### src/rtl/cec_pkg.sv
package cec_pkg;
  // two-rail pair: valid and error-free when t != c
  typedef struct packed {
    logic t;
    logic c;
  } rail_t;

  localparam rail_t RAIL_OK_RST = 2'b01;
endpackage

### src/rtl/cec_func.sv
module cec_func #(
  parameter int N_IN  = 4,
  parameter int M_OUT = 4
) (
  input  logic [N_IN-1:0]  a,
  input  logic [M_OUT-1:0] flip,
  output logic [M_OUT-1:0] z
);
  logic [M_OUT-1:0] z_true;

  for (genvar j = 0; j < M_OUT; j++) begin : g_out
    assign z_true[j] = a[j % N_IN] & a[(j + 1) % N_IN];
  end

  assign z = z_true ^ flip;
endmodule

### src/rtl/cec_parity.sv
module cec_parity
  import cec_pkg::*;
#(
  parameter int N_IN  = 4,
  parameter int M_OUT = 4
) (
  input  logic [N_IN-1:0]  a,
  input  logic [M_OUT-1:0] z,
  output rail_t            pair
);
  logic [M_OUT-1:0] term;

  // predictor: parity of the product terms, taken from the inputs only
  for (genvar j = 0; j < M_OUT; j++) begin : g_pred
    assign term[j] = a[j % N_IN] & a[(j + 1) % N_IN];
  end

  assign pair.t = ^z;      // observed parity
  assign pair.c = ~^term;  // inverted predicted parity
endmodule

### src/rtl/cec_even_det.sv
module cec_even_det
  import cec_pkg::*;
#(
  parameter int N_IN  = 4,
  parameter int M_OUT = 4,
  parameter int NCUBE = 4,
  localparam int W    = N_IN + M_OUT,
  parameter logic [NCUBE*W-1:0] CUBE_VAL  = '0,
  parameter logic [NCUBE*W-1:0] CUBE_CARE = '0
) (
  input  logic [N_IN-1:0]  a,
  input  logic [M_OUT-1:0] z,
  output rail_t            pair
);
  logic [W-1:0]     vec;
  logic [NCUBE-1:0] hit;
  logic             det;

  assign vec = {a, z};

  for (genvar k = 0; k < NCUBE; k++) begin : g_cube
    assign hit[k] = ((vec & CUBE_CARE[k*W +: W]) == CUBE_VAL[k*W +: W]);
  end

  assign det = |hit;

  // det = e1 ^ a[0]; drive e1 and the inverse of a[0]
  assign pair.t = det ^ a[0];
  assign pair.c = ~a[0];
endmodule

### src/rtl/cec_two_rail.sv
module cec_two_rail
  import cec_pkg::*;
(
  input  rail_t p0,
  input  rail_t p1,
  output rail_t q
);
  assign q.t = (p0.t & p1.t) | (p0.c & p1.c);
  assign q.c = (p0.t & p1.c) | (p0.c & p1.t);
endmodule

### src/rtl/cec_top.sv
module cec_top
  import cec_pkg::*;
#(
  parameter int N_IN    = 4,
  parameter int M_OUT   = 4,
  parameter int NCUBE   = 4,
  parameter bit REG_OUT = 1'b1,
  localparam int W      = N_IN + M_OUT,
  parameter logic [NCUBE*W-1:0] CUBE_VAL  = 32'h090C_F003,
  parameter logic [NCUBE*W-1:0] CUBE_CARE = 32'h198C_FCF3
) (
  input  logic             clk,
  input  logic             rst_n,
  input  logic [N_IN-1:0]  in_a,
  input  logic [M_OUT-1:0] flip_mask,
  output logic [M_OUT-1:0] func_z,
  output logic             err_f,
  output logic             err_g
);
  logic [1:0] rst_pipe;
  logic       rst_sync;
  rail_t      par_pair;
  rail_t      even_pair;
  rail_t      err_d;
  rail_t      err_o;
  logic       cap_en;

  // reset: asserted at once, released after two clocks
  always_ff @(posedge clk or negedge rst_n) begin
    if (!rst_n) rst_pipe <= 2'b00;
    else        rst_pipe <= {rst_pipe[0], 1'b1};
  end
  assign rst_sync = rst_pipe[1];

  cec_func #(.N_IN(N_IN), .M_OUT(M_OUT)) u_func (
    .a(in_a), .flip(flip_mask), .z(func_z)
  );

  cec_parity #(.N_IN(N_IN), .M_OUT(M_OUT)) u_par (
    .a(in_a), .z(func_z), .pair(par_pair)
  );

  cec_even_det #(
    .N_IN(N_IN), .M_OUT(M_OUT), .NCUBE(NCUBE),
    .CUBE_VAL(CUBE_VAL), .CUBE_CARE(CUBE_CARE)
  ) u_even (
    .a(in_a), .z(func_z), .pair(even_pair)
  );

  cec_two_rail u_merge (.p0(par_pair), .p1(even_pair), .q(err_d));

  assign cap_en = 1'b1;

  if (REG_OUT) begin : g_reg
    rail_t err_q;
    rail_t err_nxt;

    always_comb begin
      err_nxt = err_q;
      if (cap_en) err_nxt = err_d;
    end

    always_ff @(posedge clk or negedge rst_sync) begin
      if (!rst_sync) err_q <= RAIL_OK_RST;
      else           err_q <= err_nxt;
    end
    assign err_o = err_q;
  end else begin : g_comb
    assign err_o = rst_sync ? err_d : RAIL_OK_RST;
  end

  assign err_f = err_o.t;
  assign err_g = err_o.c;
endmodule

### config.mk
export PLATFORM = sky130hd
export DESIGN_NAME = cec_top
export DESIGN_NICKNAME = d
export VERILOG_FILES = /design/src/rtl/cec_pkg.sv /design/src/rtl/cec_func.sv /design/src/rtl/cec_parity.sv /design/src/rtl/cec_even_det.sv /design/src/rtl/cec_two_rail.sv /design/src/rtl/cec_top.sv
export SDC_FILE = /design/constraint.sdc
export NUM_CORES = 1
export LEC_CHECK = 0
export ABC_AREA = 1
export BUFFER_PORTS_ARGS = -buffer_cell sky130_fd_sc_hd__buf_2
export CORE_AREA = 2 2 39 41
export DETAILED_ROUTE_END_ITERATION = 16
export DIE_AREA = 0 0 41 43
export GPL_TIMING_DRIVEN = 0
export PLACE_DENSITY = 0.47
export SETUP_SLACK_MARGIN = 0.02
export SYNTH_ARGS = -nofsm -noshare
export SYNTH_HDL_FRONTEND = slang
export SYNTH_SLANG_ARGS = --single-unit
### constraint.sdc
create_clock -name clk -period 1.5 [get_ports clk]
set_clock_uncertainty 0.15 [all_clocks]
set_input_delay 0.3 -clock clk [delete_from_list [all_inputs] [get_ports clk]]
set_output_delay 0.3 -clock clk [all_outputs]
set_load 0.02 [all_outputs]
; Word-level counts from Yosys, hierarchy flattened
; Cells that the tools add are included.
[classes]
add_sub_neg = 0
n_mul = 0
div = 0
order_cmp = 0
eq_ne = 4
shift = 0
mux = 0
n_bitwise = 13
reduce_logical = 3
[op_table]
columns = operator, count
row1 = $and 1x1->1, 8
row2 = $eq 3x2->1 const B, 2
row3 = $eq 6x2->1 const B, 1
row4 = $eq 6x6->1 const B, 1
row5 = $reduce_or 4->1, 1
row6 = $reduce_xnor 4->1, 1
row7 = $reduce_xor 4->1, 1
row8 = $xor 4x4->4, 1
row9 = $or 1x1->1, 2
row10 = $not 1->1, 1
row11 = $xor 1x1->1, 1
[totals]
register_bits = 4
latchBits = 0
ram_bits = 0
rom_bits = 0
inputBits = 10
output_inout_bits = 6
mem_count = 0

; Depth between registers and ports, before layout
[depth]
depth_word = 7
depth_mapped = 14

; Hierarchy
; A second synthesis with hierarchy kept.
[hier_totals]
hier_cells = 72
area_unflattened_um2 = 380.4
[modules_own_cells]
columns = module, n_inst, cells_per_inst, area_per_inst_um2, seq_area_each_um2
row1 = cec_top, 1, 5, 105.1, 101.3
row2 = cec_parity, 1, 22, 95.1, 0.0
row3 = cec_func, 1, 20, 80.1, 0.0
row4 = cec_even_det, 1, 19, 77.6, 0.0
row5 = cec_two_rail, 1, 6, 22.5, 0.0

; Worst setup path before layout
; OpenSTA, ideal clock, no wires.
[synth_path]
path_kind = input port to flip-flop
from = input in_a[2]
to = register g_reg.err_q, in the netlist err_f
arrival_ns = 1.478
required_ns = 1.233
path_slack_ns = -0.246
cell_stages = 12
path_buffers = 0
path_cell_list = nand2_1 -> xnor2_1 -> ha_1 -> inv_1 -> nor2_1 -> nand2_1 -> nand2_1 -> nand2_1 -> nand2_1 -> nand2_1 -> nand3_1 -> nand2_1
[synth_lines]
columns = element, line_no
row1 = from (decl), cec_top.sv:14  ; input logic [N_IN-1:0] in_a,
row2 = to (signal assigned), cec_top.sv:65  ; else err_q <= err_nxt;
row3 = to (decl), cec_top.sv:55  ; rail_t err_q;

==> results.py <==
metrics = {
    "die": {
        "die_w_um": 41,
        "num_rows": 14,
        "die_h_um": 43,
        "fp.dieArea_um2": 1760,
        "pin_count": 16,
        "initial_core_util_pct": 23.3,
        "core_um2": 1380,
    },
    "synthesis": {
        "synth_area_um2": 323,
        "async_flop_share_pct": 100,
        "synth_common_cells": "nand2_1 (16), inv_1 (5), nand3_1 (5)",
        "syn_avg_cell_area_um2": 7.02,
        "synth_top_cell_area_share_pct": 23.3,
        "synthFlopType": "dfrtp_1",
        "synth.area.top_cells": "dfrtp_1 (23%), nand2_1 (19%), dfstp_2 (8.1%)",
        "ys_warn_count": 0,
        "syn-num-nets": 58,
        "synth_edf_count": 0,
        "yosysMostFrequentCell": "nand2_1",
        "netlist_instances": 46,
        "synth_cell_types": 13,
        "ys_seq_area_share_pct": 31.4,
        "synth_top_cell_by_area": "dfrtp_1",
        "synth_seq_cells": 4,
    },
    "route": {
        "drcViolationCount": 0,
        "via_count": 336,
        "met1Wirelength_um": 304,
        "wl_per_cell_um": 8.57,
        "firstDrtPassIters": 2,
        "wl_met3_um": 33,
        "antenna_left": 0,
        "met2_length_um": 365,
        "vias_per_cell": 4.10,
        "top_layer_used": "met3",
        "wl_um": 703,
        "drt_iter0_markers": 6,
    },
    "placement": {
        "pre_cts_ws_ps": -181,
        "io_buffers": 14,
        "placed_area_um2": 459,
        "gp_congestion": 0.757,
        "dp_hpwl_um": 560,
    },
    "pwr": {
        "p_per_area_nw_per_um2": 867,
        "p_sw_share_pct": 33.1,
        "clock_power_share_pct": 32.0,
        "p_seq_share_pct": 29.1,
        "total_power_uw": 454,
        "vdd_drop_max_uv": 239,
        "leakage_nw": 0.271,
        "p_sw_uw": 150,
        "intPower_uw": 303,
        "combPwrFrac_pct": 38.9,
    },
    "timing": {
        "setup_violations": 0,
        "period_share_pct": 93.3,
        "max_freq_ghz": 0.714,
        "maxSlewViolCount": 0,
        "timing.hold.ws_ps": 56.3,
        "period_minus_slack_ps": 1400,
        "layout_setup_ws_ps": 99.8,
        "hold_violations": 0,
        "rsz0062_at_grt": "false",
    },
    "setup_path": {
        "required_ps": 1480,
        "critPathLaunch": "in_a[1]",
        "arrival_ps": 1380,
        "cp-start-kind": "primary input",
        "critPathKind": "in2reg",
        "rr_startpoint": "rst_pipe[1]$_DFF_PN0_",
        "rr_worst_depth": 1,
        "path_max_fanout": 4,
        "cp-end-kind": "register",
    },
    "clock_tree": {
        "clockRootBuffer": "clkbuf_4",
        "clk_latency_ps": 240,
        "cts_buffer_depth": 2,
        "clkTransAtPathRegs_ps": 40,
        "clock-sinks": 4,
        "cts_tree": "built",
        "htree_levels": 1,
        "cts_made_buffers": 3,
    },
    "min_path": {
        "min_path_type": "reg2async",
    },
    "grt": {
        "grt.total_usage_pct": 10.1,
        "overflow": 0,
        "grt_pass1_wl_mm": 1.15,
        "grt_pass1_vias": 288,
        "grt_max_degree": 9,
        "antenna_found_initial": 0,
    },
    "final_layout": {
        "n_antenna_cell": 0,
        "layout-drive-gt1-share_pct": 37.9,
        "fin_nets": 79,
        "stdcell_area_um2": 523,
        "area_delta_synth_final_pct": 62.0,
    },
    "run": {
        "max_cap_viol_count": 0,
    },
    "status": {
        "outcome": "complete, no violations",
    },
}
[stage by stage]
step                      setup TNS (ps)  util (%)  cells
final                                  0      37.8     82
after floorplan                    -86.6         -     46
after global routing                   0      37.8     82
after global placement              -306      33.2     76
after CTS                              0      36.5     82
after detailed placement            -334      33.2     76
[layer usage]
metal  vias to the layer above  global-route usage [%]
met5                         -                       0
met4                         0                    6.00
met3                         0                    6.28
met2                         8                    12.8
met1                       149                    12.3
li1                        179                       -
[sequential cells by signal, summed over array words and instances (netlist names)]
name and flops:
err_g 1, err_f 1, rst_pipe 2
[critical path: stages]
cell	delay, ps
clkbuf_4	140
nand2_2	90
xor2_2	140
inv_2	60
ha_4	150
inv_1	50
nor2_1	30
nand2_1	50
nand2_1	50
nand2_1	80
nand3_1	90
nand3_1	90
nand2_1	50
[power by group through the flow]
stage	Clock [mW]	Combinational (mW)	Sequential, mW
2_1_floorplan	0	0.0976	0.151
5_1_grt	0.166	0.200	0.134
6_report	0.145	0.176	0.132
4_1_cts	0.158	0.174	0.133
3_3_place_gp	0	0.167	0.132
3_5_place_dp	0	0.168	0.133
[area by class of cell]
class,count,area [um2]
Tap cell,16,20.0
Inverter,5,18.8
Buffer,1,15.0
Sequential cell,4,101
Clock buffer,4,26.3
Timing Repair Buffer,16,95.1
Multi-Input combinational cell,36,246
Fill cell,156,861
[cells in the final DEF, fill, tap and decap left out, types with 2 or more instances in the layout]
cell type      count
nand2_1           14
buf_2             12
nand3_1            5
clkbuf_4           5
inv_1              4
nor2_1             3
dfrtp_1            3
xnor2_1            2
nand3b_1           2
xor2_1             2
dlygate4sd3_1      2
[what timing repair did]
item                       4_1_cts  5_1_grt
setup endpoints to repair        0        2
hold buffers                     2        0
resized for setup                0        4
hold endpoints to repair         3        0
setup buffers                    0        0
[logic make-up (layout without fill, tap and decap cells)]
kind of cell,after synthesis,count (layout),share of synthesized area (%)
AO/OA/AOI/OAI,1,1,1.55
XOR/XNOR,6,6,16.3
adder cells (fa/ha/maj),2,2,7.75
buffers and inverters,6,26,7.36
flip-flops,4,4,31.4
other,1,1,1.16
AND/OR/NAND/NOR,26,26,34.5
[path summary, 6_finish.rpt]
check | endpoint | slack (ps)
min in group clk | err_g$_DFF_PN1_ | 180
setup reg to reg | err_f$_DFF_PN0_ | 670
hold / removal | err_g$_DFF_PN1_ | 60
max in group asynchronous | err_f$_DFF_PN0_ | 670
setup / recovery | err_f$_DFF_PN0_ | 100
hold reg to reg | err_g$_DFF_PN1_ | 60
Power figures use the tool's default switching activity.
